$ cat config.mk
export PLATFORM = sky130hd
export DESIGN_NAME = shared_dac_sar
export DESIGN_NICKNAME = d
export VERILOG_FILES = /design/src/rtl/sar_pkg.sv /design/src/rtl/sar_bit_walker.sv /design/src/rtl/sar_trial_acc.sv /design/src/rtl/sar_settle_timer.sv /design/src/rtl/shared_dac_sar.sv
export SDC_FILE = /design/constraint.sdc
export NUM_CORES = 1
export LEC_CHECK = 0
export ABC_AREA = 1
export CAP_MARGIN = 5
export CORE_AREA = 2 2 85 67
export DETAILED_ROUTE_END_ITERATION = 8
export DIE_AREA = 0 0 87 69
export SLEW_MARGIN = 40
export SYNTH_ARGS = -nofsm -noshare
export SYNTH_HDL_FRONTEND = slang
export SYNTH_SLANG_ARGS = --single-unit
$ cat constraint.sdc
create_clock -name clk -period 2.3 [get_ports clk]
set_clock_uncertainty 0.15 [all_clocks]
set_input_delay 0.23 -clock clk [delete_from_list [all_inputs] [get_ports clk]]
set_output_delay 0.23 -clock clk [all_outputs]
set_load 0.05 [all_outputs]
$ cat src/rtl/sar_pkg.sv
package sar_pkg;

  typedef enum logic [2:0] {
    S_IDLE,
    S_HOLD,
    S_TRY,
    S_SETTLE,
    S_DECIDE,
    S_RESTORE,
    S_RELEASE,
    S_FIN
  } seq_state_e;

  // Total edges from the start edge to the done edge.
  function automatic int conv_latency(input int w, input int settle);
    return 4 + w * (2 + settle);
  endfunction

endpackage

$ cat src/rtl/sar_bit_walker.sv
module sar_bit_walker #(
  parameter int W = 8
) (
  input  logic         clk,
  input  logic         rst,
  input  logic         load,
  input  logic         shift,
  output logic [W-1:0] mask_o,
  output logic         last_o
);

  localparam logic [W-1:0] TOP_BIT = {1'b1, {(W-1){1'b0}}};

  always_ff @(posedge clk) begin
    if (rst) begin
      mask_o <= '0;
    end else if (load) begin
      mask_o <= TOP_BIT;
    end else if (shift) begin
      mask_o <= mask_o >> 1;
    end
  end

  assign last_o = mask_o[0];

endmodule

$ cat src/rtl/sar_trial_acc.sv
module sar_trial_acc #(
  parameter int W = 8
) (
  input  logic         clk,
  input  logic         rst,
  input  logic         clear,
  input  logic         commit,
  input  logic         keep,
  input  logic [W-1:0] mask_i,
  output logic [W-1:0] acc_o,
  output logic [W-1:0] trial_o
);

  always_ff @(posedge clk) begin
    if (rst || clear) begin
      acc_o <= '0;
    end else if (commit && keep) begin
      acc_o <= acc_o | mask_i;
    end
  end

  assign trial_o = acc_o | mask_i;

endmodule

$ cat src/rtl/sar_settle_timer.sv
module sar_settle_timer #(
  parameter int N = 1
) (
  input  logic clk,
  input  logic rst,
  input  logic arm,
  output logic expired_o
);

  generate
    if (N <= 1) begin : g_single
      logic unused_pins;
      assign unused_pins = clk ^ rst ^ arm;
      assign expired_o   = 1'b1;
    end else begin : g_count
      localparam int CW = $clog2(N);
      logic [CW-1:0] cnt_q;
      always_ff @(posedge clk) begin
        if (rst) begin
          cnt_q <= '0;
        end else if (arm) begin
          cnt_q <= CW'(N - 1);
        end else if (cnt_q != '0) begin
          cnt_q <= cnt_q - 1'b1;
        end
      end
      assign expired_o = (cnt_q == '0);
    end
  endgenerate

endmodule

$ cat src/rtl/shared_dac_sar.sv
module shared_dac_sar #(
  parameter int W          = 8,
  parameter int SETTLE_CYC = 1
) (
  input  logic         clk,
  input  logic         rst,
  input  logic         start_i,
  input  logic [W-1:0] user_code_i,
  input  logic         cmp_i,
  output logic [W-1:0] dac_code_o,
  output logic         hold_o,
  output logic         busy_o,
  output logic         done_o,
  output logic [W-1:0] result_o
);
  import sar_pkg::*;

  seq_state_e   state_q;
  logic [W-1:0] mask;
  logic [W-1:0] acc;
  logic [W-1:0] trial;
  logic         last_bit;
  logic         settle_done;
  logic         walk_load;
  logic         walk_shift;
  logic         acc_commit;
  logic         timer_arm;
  logic         settling;

  always_comb begin
    walk_load  = (state_q == S_HOLD);
    walk_shift = (state_q == S_DECIDE) && !last_bit;
    acc_commit = (state_q == S_DECIDE);
    timer_arm  = (state_q == S_TRY);
    settling   = (state_q == S_SETTLE);
  end

  sar_bit_walker #(.W(W)) u_walker (
    .clk    (clk),
    .rst    (rst),
    .load   (walk_load),
    .shift  (walk_shift),
    .mask_o (mask),
    .last_o (last_bit)
  );

  sar_trial_acc #(.W(W)) u_acc (
    .clk     (clk),
    .rst     (rst),
    .clear   (walk_load),
    .commit  (acc_commit),
    .keep    (cmp_i),
    .mask_i  (mask),
    .acc_o   (acc),
    .trial_o (trial)
  );

  sar_settle_timer #(.N(SETTLE_CYC)) u_timer (
    .clk       (clk),
    .rst       (rst),
    .arm       (timer_arm),
    .expired_o (settle_done)
  );

  always_ff @(posedge clk) begin
    if (rst) begin
      state_q    <= S_IDLE;
      hold_o     <= 1'b0;
      busy_o     <= 1'b0;
      done_o     <= 1'b0;
      result_o   <= '0;
      dac_code_o <= user_code_i;
    end else begin
      done_o <= 1'b0;
      case (state_q)
        S_IDLE: begin
          dac_code_o <= user_code_i;
          if (start_i) begin
            hold_o  <= 1'b1;
            busy_o  <= 1'b1;
            state_q <= S_HOLD;
          end
        end
        S_HOLD: state_q <= S_TRY;
        S_TRY: begin
          dac_code_o <= trial;
          state_q    <= S_SETTLE;
        end
        S_SETTLE: begin
          if (settle_done) state_q <= S_DECIDE;
        end
        S_DECIDE: state_q <= last_bit ? S_RESTORE : S_TRY;
        S_RESTORE: begin
          dac_code_o <= user_code_i;
          state_q    <= S_RELEASE;
        end
        S_RELEASE: begin
          hold_o  <= 1'b0;
          state_q <= S_FIN;
        end
        S_FIN: begin
          done_o   <= 1'b1;
          result_o <= acc;
          busy_o   <= 1'b0;
          state_q  <= S_IDLE;
        end
        default: state_q <= S_IDLE;
      endcase
    end
  end

endmodule

* Yosys cells after proc, flatten, opt, wreduce, memory -nomap -nowiden
Cells that the tools add are included.
** Operators by class
- Equal/unequal tests :: 8
- Multiplexer cells :: 11
- Bitwise gates (word level) :: 1
- Reduce and logical (&&, ||, !) cells :: 13
** Operators with widths (count)
- two-way mux 8 bit :: 3
- one-hot mux 3 bit (8 select lines) :: 1
- one-hot mux 8 bit (2 select lines) :: 1
- == test 3 bit, second input constant :: 4
- bitwise OR 8 bit :: 1
- == test 3 x 2 -> 1 bit, second input constant :: 2
- two-way mux 3 bit :: 2
- nonzero test 2 bit :: 3
- one-hot mux 1 bit (2 select lines) :: 2
- AND reduction 2 bit :: 2
- OR reduction 2 bit :: 2
- == test 3 x 1 -> 1 bit, second input constant :: 1
- logical NOT 3 bit :: 1
- nonzero test 3 bit :: 1
- logical AND 1 bit :: 2
- two-way mux 1 bit :: 2
- inequality test 2 bit, second input constant :: 1
- logical NOT 1 bit :: 1
- logical OR 1 bit :: 1
** Storage, ports and cells
- Bits in registers :: 38
- Input bits :: 12
- Word-level logic and storage cells :: 42
- Output and inout port bits :: 19

* Longest topological paths before layout
Gate-level depths: netlist of the first run.
- Word-level depth :: 4
- Depth in mapped cells :: 6

* Modules after synthesis
A second synthesis of the first run with hierarchy kept.
** Unflattened totals
- Cell total of the unflattened synthesis :: 227
- Area, all modules :: 1667.8 um^2
** By module, submodules not included
- shared_dac_sar :: area each 952.2 um^2, cells each 116, seq. area each 520.5 um^2, instances 1
- sar_trial_acc :: area each 371.6 um^2, cells each 59, seq. area each 160.2 um^2, instances 1
- sar_bit_walker :: area each 332.8 um^2, cells each 50, seq. area each 160.2 um^2, instances 1
- sar_settle_timer :: area each 11.3 um^2, cells each 2, seq. area each 0.0 um^2, instances 1

* Worst setup path before layout of the first run
OpenSTA, ideal clock, no wires.
- Kind :: register to register
- From :: reg state_q[0]
- To :: reg dac_code_o[0] (enable)
- Cell stages (with the launch flop) :: 5
- Slack :: 682 ps
- Clock period less this slack :: 1618 ps
- Required time :: 1774 ps
- Arrival time :: 1091 ps
- Path through :: dfxtp_1 > nor2_1 > buf_2 > a21oi_1 > o211ai_1
** On the way
- Word-level cells in the longest chain between the ends :: 3
- Elaborated cells between the ends (all ways) :: 5
- Classes of those cells :: eq/ne (2); reduce/logical (3)
** Ends and longest elaborated chain
- start: declaration :: RTL line shared_dac_sar.sv:18 : seq_state_e state_q;
- start signal: assignment :: RTL line shared_dac_sar.sv:92 : S_DECIDE: state_q <= last_bit ? S_RESTORE : S_TRY;
- == test 3 bit or logical NOT 3 bit (tied branches) :: RTL line shared_dac_sar.sv:75 : case (state_q)
- OR reduction 2 bit (no source line)
- nonzero test 3 bit (no source line) (*)
- end signal: assignment :: RTL line shared_dac_sar.sv:72 : dac_code_o <= user_code_i;
- end signal: assignment :: RTL line shared_dac_sar.sv:77 : dac_code_o <= user_code_i;
- end signal: assignment :: RTL line shared_dac_sar.sv:86 : dac_code_o <= trial;
- end: declaration :: RTL line shared_dac_sar.sv:10 : output logic [W-1:0] dac_code_o,
Every way passes the cells marked *; elsewhere a longest branch is shown, timed or not.
A chain may end at the register's enable or synchronous reset.

* Worst setup path in the final report of the first run
- From :: reg result_o[6]
- To :: out result_o[6]
** RTL lines
- start: declaration :: RTL line shared_dac_sar.sv:14 : output logic [W-1:0] result_o
- start signal: assignment :: RTL line shared_dac_sar.sv:71 : result_o <= '0;
- start signal: assignment :: RTL line shared_dac_sar.sv:103 : result_o <= acc;
No word-level cell between the ends.

==> run summary, run 1 <==
Post-CTS resize count -> 0
Wirelength, routed -> 3.26 mm
Dpl ws -> 423 ps
Yosys top cell by area -> dfxtp_1
GR Overflow Total -> 0
Die X -> 87 um
Layout area overhead -> 30.2%
Via density per instance -> 4.51
Clock Tree Root -> clkbuf_8
Initial core utilization -> 0.291
Power Density -> 737 mW/mm^2
Worst path bufs/invs -> 1
Vias in the first global route -> 1,188
Worst slew margin -> 0.439
Worst-Skew Late Latency -> 290 ps
Area contributors post-synth -> dfxtp_1, edfxtp_1, nand2_1
Placement-stage cell area -> 0.00187 mm^2
Hold Slack -> 296 ps
CP Cell Sequence -> clkdlybuf4s50_1
Number of setup buffers added after CTS -> 0
XOR/XNOR Fraction of Synth Area -> 0
Crit path largest cell delay -> 810 ps
Setup TNS Final -> 0 ps
Initial DRC count -> 78
Synth cell types -> 18
Startpoint class of the critical path -> register
Residual DRC -> 0
RSZ-0062 raised after global routing -> no
Peak supply drop -> 0.254 mV
Mean Syn Cell Area -> 8.38 um^2
Port Buffers -> 30
Status -> finished, final reports clean
Via count -> 1,250
CP arrival -> 1440 ps
Crit path max-delay family -> buffers and inverters
Synthesis-stage register bit count -> 38
Post-Syn Area -> 0.00150 mm^2
LEAKAGE -> 0.000743 uW
R2r endpoint -> dac_code_o[4]
Power Total -> 1440 uW
Worst EP required -> 1920 ps
# IOs -> 31
Main combinational cell family by area after synthesis -> simple AND/OR/NAND/NOR gates
Post-synthesis compound-gate area fraction -> 0.138
Post-route ant nets -> 0
Antenna diodes -> 0
CP Capture Type -> output port
Synth async-reset ratio -> 0
DPL Wire Length -> 2.40 mm
Clock Sinks -> 38
Setup WS post-layout -> 483 ps
DRT Pass-1 Iters -> 4
Register-to-Register Path Depth -> 3
Mapped Cells -> 179
Launching point of the worst reg2reg path -> state_q[0]
Hold depth -> 2
Synth cell count leaders -> dfxtp_1, nand2_1, inv_1, a21oi_1, nor2_1
Global Route Usage Sum -> 0.120
Max-slew violations -> 0
Synth Net Count -> 191
Setup slack, reg-to-reg -> 530 ps
Die Ht -> 69 um
Fin crit period -> 1820 ps
Mux share of post-synthesis cell area -> 0
Max cap viols -> 0
Worst Hold Launch -> result_o[7]
Nets -> 226
Synth top area share -> 0.400
Post-synthesis simple-gate area fraction -> 0.219
Final design area excluding fillers -> 0.00195 mm^2
Largest net degree at the start of global routing -> 19
Hold EP -> result_o[7]
Most common flop cell mapped by yosys -> dfxtp_1
Kind of critical path -> reg -> out
Ys Warns -> 0
Post-CTS Hold Fix Bufs -> 0
Crit path max fanout -> 2
CP max stage cell -> clkdlybuf4s50_1
Tcrit/Tclk final -> 0.790
Post-Synth Adder-Cell Area -> 0
HP Class -> reg -> reg
Clock-pin slew on the worst setup and hold paths -> 70 ps
H-tree depth -> 2
Final-report setup violation count -> 0
Layout cells sized above 1 -> 0.0605
Max Buffers Root-to-Sink -> 2
Initial antenna violation count -> 0
EDFF count, synth -> 8
First-pass GRT wire length -> 5.55 mm
Num CTS Buffers -> 5
Die area -> 0.00600 mm^2
Final Hold Fails -> 0
Per-cell routed wire length -> 11.8 um
Row count -> 23
Fmax -> 550 MHz
Slew @ Worst Pin -> 838 ps
Sequential area share after synthesis -> 0.560
Routability-driven placement congestion ratio -> 0.833
CTS tree -> yes
Core Region -> 0.00515 mm^2
[per-layer routing]
| layer | wire length (um) | vias to the layer above | global-route usage | part of all wire |
|---|---|---|---|---|
| met3 | 243 | 3 | 0.0527 | 0.075 |
| li1 | - | 661 | - | - |
| met4 | 35 | 0 | 0.0365 | 0.011 |
| met1 | 1700 | 553 | 0.174 | 0.52 |
| met5 | 0 | - | 0 | 0 |
| met2 | 1280 | 33 | 0.159 | 0.39 |
[worst max path at each step]
stage	startpoint	endpoint	slack (ps)	cells past startpoint
floorplan	state_q[0]	dac_code_o[0]	680	4
global placement	rst	dac_code_o[1]	450	5
detailed placement	rst	dac_code_o[6]	420	5
CTS	result_o[6]	result_o[6]	470	1
global route	state_q[0]	dac_code_o[0]	410	3
finish	result_o[6]	result_o[6]	480	1
[area by class of cell]
cell class | instances | area [um^2]
clock buffers | 6 | 72.6
repair buffers | 34 | 330
inverters | 23 | 86.3
flip-flops and latches | 38 | 841
well taps | 62 | 77.6
fillers | 542 | 3200
clock inverters | 2 | 10.0
multi-input cells | 112 | 536
[cells by family after synthesis]
logic type / after synthesis
AOI/OAI and AO/OA: 40
DFF: 38
and+or+nand+nor: 72
buffers and inverters: 29
[placed cells by master, fill, tap and decap left out]
master | Yosys | layout
nand2_1 | 30 | 30
dfxtp_1 | 30 | 30
clkdlybuf4s50_1 | 0 | 30
inv_1 | 23 | 23
a21oi_1 | 21 | 21
nor2_1 | 17 | 17
o21ai_0 | 16 | 16
nand3_1 | 10 | 10
edfxtp_1 | 8 | 8
nand4_1 | 7 | 7
and2_1 | 5 | 5
clkbuf_8 | 0 | 5
buf_4 | 1 | 4
nand3_2 | 2 | 2
o211ai_1 | 2 | 2
clkinv_2 | 0 | 2
a31oi_1 | 1 | 1
nand3b_1 | 1 | 1
clkbuf_1 | 1 | 1
[power breakdown]
group	internal [uW]	total (uW)	switching, uW
Combinational	86.7	260	174
Clock	210	443	233
Sequential	720	736	16.1
Total	1020	1440	423
[flip-flops by register name (all words and copies together) (netlist names)]
register	count
u_acc.acc_o	8
busy_o	1
done_o	1
hold_o	1
u_walker.mask_o	8
dac_code_o	8
state_q	3
result_o	8
[stage by stage]
step,util,cells
2_1_floorplan,-,179
3_3_place_gp,0.363,269
3_5_place_dp,0.363,269
4_1_cts,0.379,277
5_1_grt,0.379,277
6_report,0.379,277
[worst register-to-register path, cell delays in order, from the launching register on]
cell and delay [ps]:
dfxtp_1 380, inv_1 80, nand2_1 100, o211ai_1 700
No activity file was read; power rests on OpenSTA's default activity.
==> inputs of run 2 (changes only) <==
==> constraint.sdc (replaced) <==
create_clock -name clk -period 1.75 [get_ports clk]
set_clock_uncertainty 0.15 [all_clocks]
set_input_delay 0.175 -clock clk [delete_from_list [all_inputs] [get_ports clk]]
set_output_delay 0.175 -clock clk [all_outputs]
set_load 0.05 [all_outputs]
==> run summary, run 2 (same netlist as run 1, synthesis figures left out) <==
Clock Tree Root -> clkbuf_8
Comb pwr share -> 0.159 (-0.022)
Fin crit period -> 1610 ps
H-tree depth -> 2 (unchanged)
Core Region -> 0.00515 mm^2 (unchanged)
Clock share of power -> 0.388 (+0.080)
Clock-pin slew on the worst setup and hold paths -> 80 ps (about the same)
Max-slew violations -> 0 (unchanged)
Routability-driven placement congestion ratio -> 0.851 (+2.1%)
Clock Sinks -> 38 (unchanged)
Status -> finished, final reports clean
First-pass GRT wire length -> 5.42 mm (-2.5%)
Worst EP required -> 1600 ps (-320 ps)
CTS tree -> yes
Initial core utilization -> 0.291 (unchanged)
Post-route ant nets -> 0 (unchanged)
Initial DRC count -> 64 (-18%)
Slew @ Worst Pin -> 361 ps (-477 ps)
Residual DRC -> 0 (unchanged)
Fillers -> 531 (-2.0%)
Power Density -> 1080 mW/mm^2 (+46%)
# IOs -> 31 (unchanged)
DRT Pass-1 Iters -> 4 (unchanged)
Vias in the first global route -> 1,177 (-0.93%)
Launching point of the worst reg2reg path -> state_q[0]
Num CTS Buffers -> 5 (unchanged)
P_sw -> 571 uW (+35%)
Die X -> 87 um (unchanged)
Final Hold Fails -> 0 (unchanged)
Tcrit/Tclk final -> 0.919
Crit path max fanout -> 8 (+6)
CP arrival -> 1460 ps (+20 ps)
Setup TNS Final -> 0 ps (unchanged)
Via density per instance -> 4.48 (-0.71%)
Max Buffers Root-to-Sink -> 2 (unchanged)
Register-to-Register Path Depth -> 4 (+1)
HP Class -> reg -> reg
Global Route Usage Sum -> 0.114 (-0.00568)
Wirelength, routed -> 3.27 mm (+0.34%)
Largest net degree at the start of global routing -> 17 (-2)
Layout cells sized above 1 -> 0.169 (+0.108)
Final-report setup violation count -> 0 (unchanged)
Hold EP -> result_o[3]
Per-cell routed wire length -> 11.6 um (-1.1%)
Peak supply drop -> 0.333 mV (+31%)
Port Buffers -> 30 (unchanged)
Fmax -> 622 MHz
Final design area excluding fillers -> 0.00199 mm^2 (+1.7%)
RSZ-0062 raised after global routing -> no
Worst-Skew Late Latency -> 290 ps (about the same)
DPL Wire Length -> 2.42 mm (+0.74%)
Internal power -> 1570 uW (+54%)
Setup WS post-layout -> 142 ps (-342 ps)
GR Overflow Total -> 0 (unchanged)
Kind of critical path -> reg -> reg
Max cap viols -> 0 (unchanged)
Via count -> 1,259 (+0.72%)
Startpoint class of the critical path -> register
Row count -> 23 (unchanged)
Worst slew margin -> 0.759 (+0.320)
Worst Hold Launch -> result_o[3]
Hold depth -> 2 (unchanged)
Placement-stage cell area -> 0.00185 mm^2 (-0.94%)
Number of setup buffers added after CTS -> 0 (unchanged)
Post-CTS Hold Fix Bufs -> 0 (unchanged)
LEAKAGE -> 0.000813 uW (+9.4%)
R2r endpoint -> dac_code_o[6]
Sw frac -> 0.267 (-0.0274)
CP Capture Type -> register
Commonest cells after routing, fill and taps aside -> nand2_1, dfxtp_1, buf_4
Die Ht -> 69 um (unchanged)
Antenna diodes -> 0 (unchanged)
Layout area overhead -> 32.4%
Die area -> 0.00600 mm^2 (unchanged)
Setup slack, reg-to-reg -> 140 ps (-390 ps)
Initial antenna violation count -> 0 (unchanged)
Part of the power in registers -> 0.453 (-0.058)
Post-CTS resize count -> 0 (unchanged)
Dpl ws -> 115 ps (-308 ps)
Nets -> 230 (+1.8%)
## run 2: changes by cell type in the layout (fill, tap and decap cells not counted), sizes merged
cell	previous run	this run
clkdlybuf4s50	30	11
buf	4	27
bufinv	0	1
clkinv	2	1
## run 2: cell type report
| cell class | instances | area [um^2] | area share |
|---|---|---|---|
| flip-flops and latches | 38 | 841 | 0.423 |
| clock buffers | 6 | 93.8 | 0.0473 |
| well taps | 62 | 77.6 | 0.0391 |
| repair buffers | 38 | 313 | 0.158 |
| clock inverters | 2 | 38.8 | 0.0195 |
| inverters | 23 | 86.3 | 0.0435 |
| multi-input cells | 112 | 536 | 0.270 |
## run 2: critical path: stages, from the launching register on
cell	delay (ps)
dfxtp_1	380
nor2_1	320
a21oi_1	150
o211ai_1	130
buf_4	210
## run 2: worst max-delay path by stage
stage                     from       endpoint  slack (ps)  cells past startpoint
CTS                 state_q[0]  dac_code_o[2]         150                      4
global placement           rst  dac_code_o[6]         110                      5
detailed placement         rst  dac_code_o[7]         110                      5
finish              state_q[0]  dac_code_o[6]         140                      4
global route        state_q[0]  dac_code_o[7]          10                      4
floorplan           state_q[0]  dac_code_o[0]         130                      4
## run 2: through the flow
step	std cells	hold WS (ps)	total power [uW]	util
detailed placement	273	289	1330	0.360
global route	281	337	2220	0.385
floorplan	179	94.1	1220	-
global placement	273	289	1330	0.360
finish	281	298	2140	0.385
CTS	281	303	2160	0.385
## run 2: power groups by stage
| stage | Sequential (uW) | Combinational [uW] | Clock [uW] |
|---|---|---|---|
| final | 970 | 340 | 830 |
| after detailed placement | 991 | 342 | 0 |
| after floorplan | 1120 | 101 | 0 |
| after CTS | 971 | 343 | 843 |
| after global routing | 974 | 367 | 881 |
| after global placement | 989 | 340 | 0 |
## run 2: layer usage
metal / vias up / share of wire / GRT usage
met2: 47 / 0.40 / 0.161
met3: 5 / 0.088 / 0.0371
li1: 668 / - / -
met4: 0 / 0.0095 / 0.0260
met5: - / 0 / 0
met1: 539 / 0.50 / 0.169
==> inputs of run 3 (changes only) <==
--- a/config.mk
+++ b/config.mk
@@ -7,9 +7,11 @@
 export LEC_CHECK = 0
 export ABC_AREA = 1
 export CAP_MARGIN = 5
-export CORE_AREA = 2 2 85 67
+export CORE_AREA = 2 2 67 53
 export DETAILED_ROUTE_END_ITERATION = 8
-export DIE_AREA = 0 0 87 69
+export DIE_AREA = 0 0 69 55
+export PLACE_DENSITY = 0.76
+export REMOVE_ABC_BUFFERS = 1
 export SLEW_MARGIN = 40
 export SYNTH_ARGS = -nofsm -noshare
 export SYNTH_HDL_FRONTEND = slang
==> run summary, run 3 (same netlist as run 1, synthesis figures left out) <==
Setup TNS Final -> 0 ps (unchanged)
Initial DRC count -> 89 (+39%)
Antenna diodes -> 0 (unchanged)
Global Route met1 Usage -> 0.220 (+0.0515)
Peak supply drop -> 0.577 mV (+73%)
Routability-driven placement congestion ratio -> 0.754 (-11%)
Fillers -> 285 (-46%)
Fmax -> 617 MHz (-0.83%)
Core Region -> 0.00315 mm^2 (-39%)
Layout cells sized above 1 -> 0.161 (-0.00840)
P_sw -> 559 uW (-2.0%)
Slew @ Worst Pin -> 426 ps (+64.9 ps)
Status -> finished, final reports clean
Tcrit/Tclk final -> 0.927 (+0.00765)
Clock Tree Root -> clkbuf_8
Fin crit period -> 1620 ps (+13.4 ps)
Nets -> 229 (-0.43%)
Layout area overhead -> 28.9%
CP arrival -> 1660 ps (+200 ps)
DRT Pass-1 Iters -> 4 (unchanged)
Sw frac -> 0.274 (+0.00735)
Via density per instance -> 5.10 (+14%)
Final Hold Fails -> 0 (unchanged)
Num CTS Buffers -> 5 (unchanged)
Final Util -> 0.613 (+0.228)
Die X -> 69 um (-21%)
Worst slew margin -> 0.716 (-0.0433)
Clock-pin slew on the worst setup and hold paths -> 70 ps (about the same)
CP Cell Sequence -> inv_1, nand3_2, nand2_1, nor2_1, and2_1
Initial core utilization -> 0.476 (+0.185)
Max cap viols -> 0 (unchanged)
Row count -> 18 (-22%)
Placement-stage cell area -> 0.00182 mm^2 (-1.9%)
Worst-Skew Late Latency -> 290 ps (about the same)
Kind of critical path -> reg -> reg
Startpoint class of the critical path -> register
Final-report setup violation count -> 0 (unchanged)
CP Capture Type -> register
Power Total -> 2040 uW (-4.6%)
Post-CTS Hold Fix Bufs -> 0 (unchanged)
GR Overflow Total -> 0 (unchanged)
Clock share of power -> 0.354 (-0.034)
Vias in the first global route -> 1,263 (+7.3%)
Commonest cells after routing, fill and taps aside -> nand2_1, dfxtp_1, buf_4
Final design area excluding fillers -> 0.00193 mm^2 (-2.6%)
HP Class -> reg -> reg
Internal power -> 1480 uW (-5.6%)
Residual DRC -> 0 (unchanged)
GR Layer Usage met3 -> 0.0616 (+0.0245)
GR peak layer -> met2
Clock Sinks -> 38 (unchanged)
Largest net degree at the start of global routing -> 17 (unchanged)
CTS tree -> yes
Die area -> 0.00380 mm^2 (-37%)
Power Density -> 1060 mW/mm^2 (-2.1%)
RSZ-0062 raised after global routing -> no
DPL Wire Length -> 2.37 mm (-2.0%)
Wirelength, routed -> 3.32 mm (+1.5%)
Comb pwr share -> 0.170 (+0.011)
Crit path max fanout -> 12 (+4)
Worst EP required -> 1780 ps (+180 ps)
First-pass GRT wire length -> 5.58 mm (+2.9%)
H-tree depth -> 2 (unchanged)
Via count -> 1,315 (+4.4%)
Post-route ant nets -> 0 (unchanged)
Part of the power in registers -> 0.476 (+0.023)
Port Buffers -> 30 (unchanged)
Global Route Usage Sum -> 0.194 (+0.0799)
Max Buffers Root-to-Sink -> 2 (unchanged)
Max-slew violations -> 0 (unchanged)
Die Ht -> 55 um (-20%)
LEAKAGE -> 0.000796 uW (-2.2%)
Per-cell routed wire length -> 12.9 um (+11%)
# IOs -> 31 (unchanged)
CP max stage cell -> dfxtp_1
Initial antenna violation count -> 0 (unchanged)
Crit path largest cell delay -> 390 ps (about the same)
GR Layer Usage met2 -> 0.343 (+0.182)
[run 3: layer usage]
metal,up-vias,part of all wire
met5,-,0
met4,0,0.014
met3,7,0.056
met2,36,0.48
met1,607,0.45
li1,665,-
[run 3: critical path, delay by kind of cell (launching register included)]
family	cells	cell delay, ps
buffers and inverters	1	220
and+or+nand+nor	4	760
DFF	1	390
[run 3: worst paths after layout]
| check | endpoint | start | depth (start not counted) | slack [ps] |
|---|---|---|---|---|
| worst min-delay path | result_o[0] | result_o[0] | 2 | 290 |
| worst min register to register | result_o[0] | result_o[0] | 2 | 290 |
| worst max register to register | u_acc.acc_o[4] | state_q[2] | 5 | 130 |
| worst max-delay path | u_acc.acc_o[4] | state_q[2] | 5 | 130 |
[run 3: power groups by stage]
stage	combinational (uW)	sequential [uW]	clock [uW]
6_report	347	971	723
5_1_grt	371	975	771
4_1_cts	343	969	732
3_5_place_dp	342	989	0
3_3_place_gp	336	987	0
2_1_floorplan	86.5	1120	0
[run 3: final cells by class]
| cell class | count | area, um^2 | share of cell area |
|---|---|---|---|
| Sequential cell | 38 | 841 | 0.435 |
| Multi-Input combinational cell | 112 | 546 | 0.282 |
| Timing Repair Buffer | 37 | 305 | 0.158 |
| Inverter | 23 | 86.3 | 0.0446 |
| Clock buffer | 7 | 76.3 | 0.0395 |
| Tap cell | 40 | 50.0 | 0.0259 |
| Clock inverter | 1 | 30.0 | 0.0155 |
[run 3: stage by stage]
step                hold WS (ps)  std cells  setup WS [ps]
global placement             281        250            138
CTS                          298        258           71.6
global route                 315        258           6.52
finish                       293        258            128
floorplan                   94.1        173          -12.9
detailed placement           286        250           76.4
[run 3: what timing repair did]
item	4_1_cts	5_1_grt
resized for setup	0	2
buffers inserted	0	0
endpoints found under the setup margin	0	12
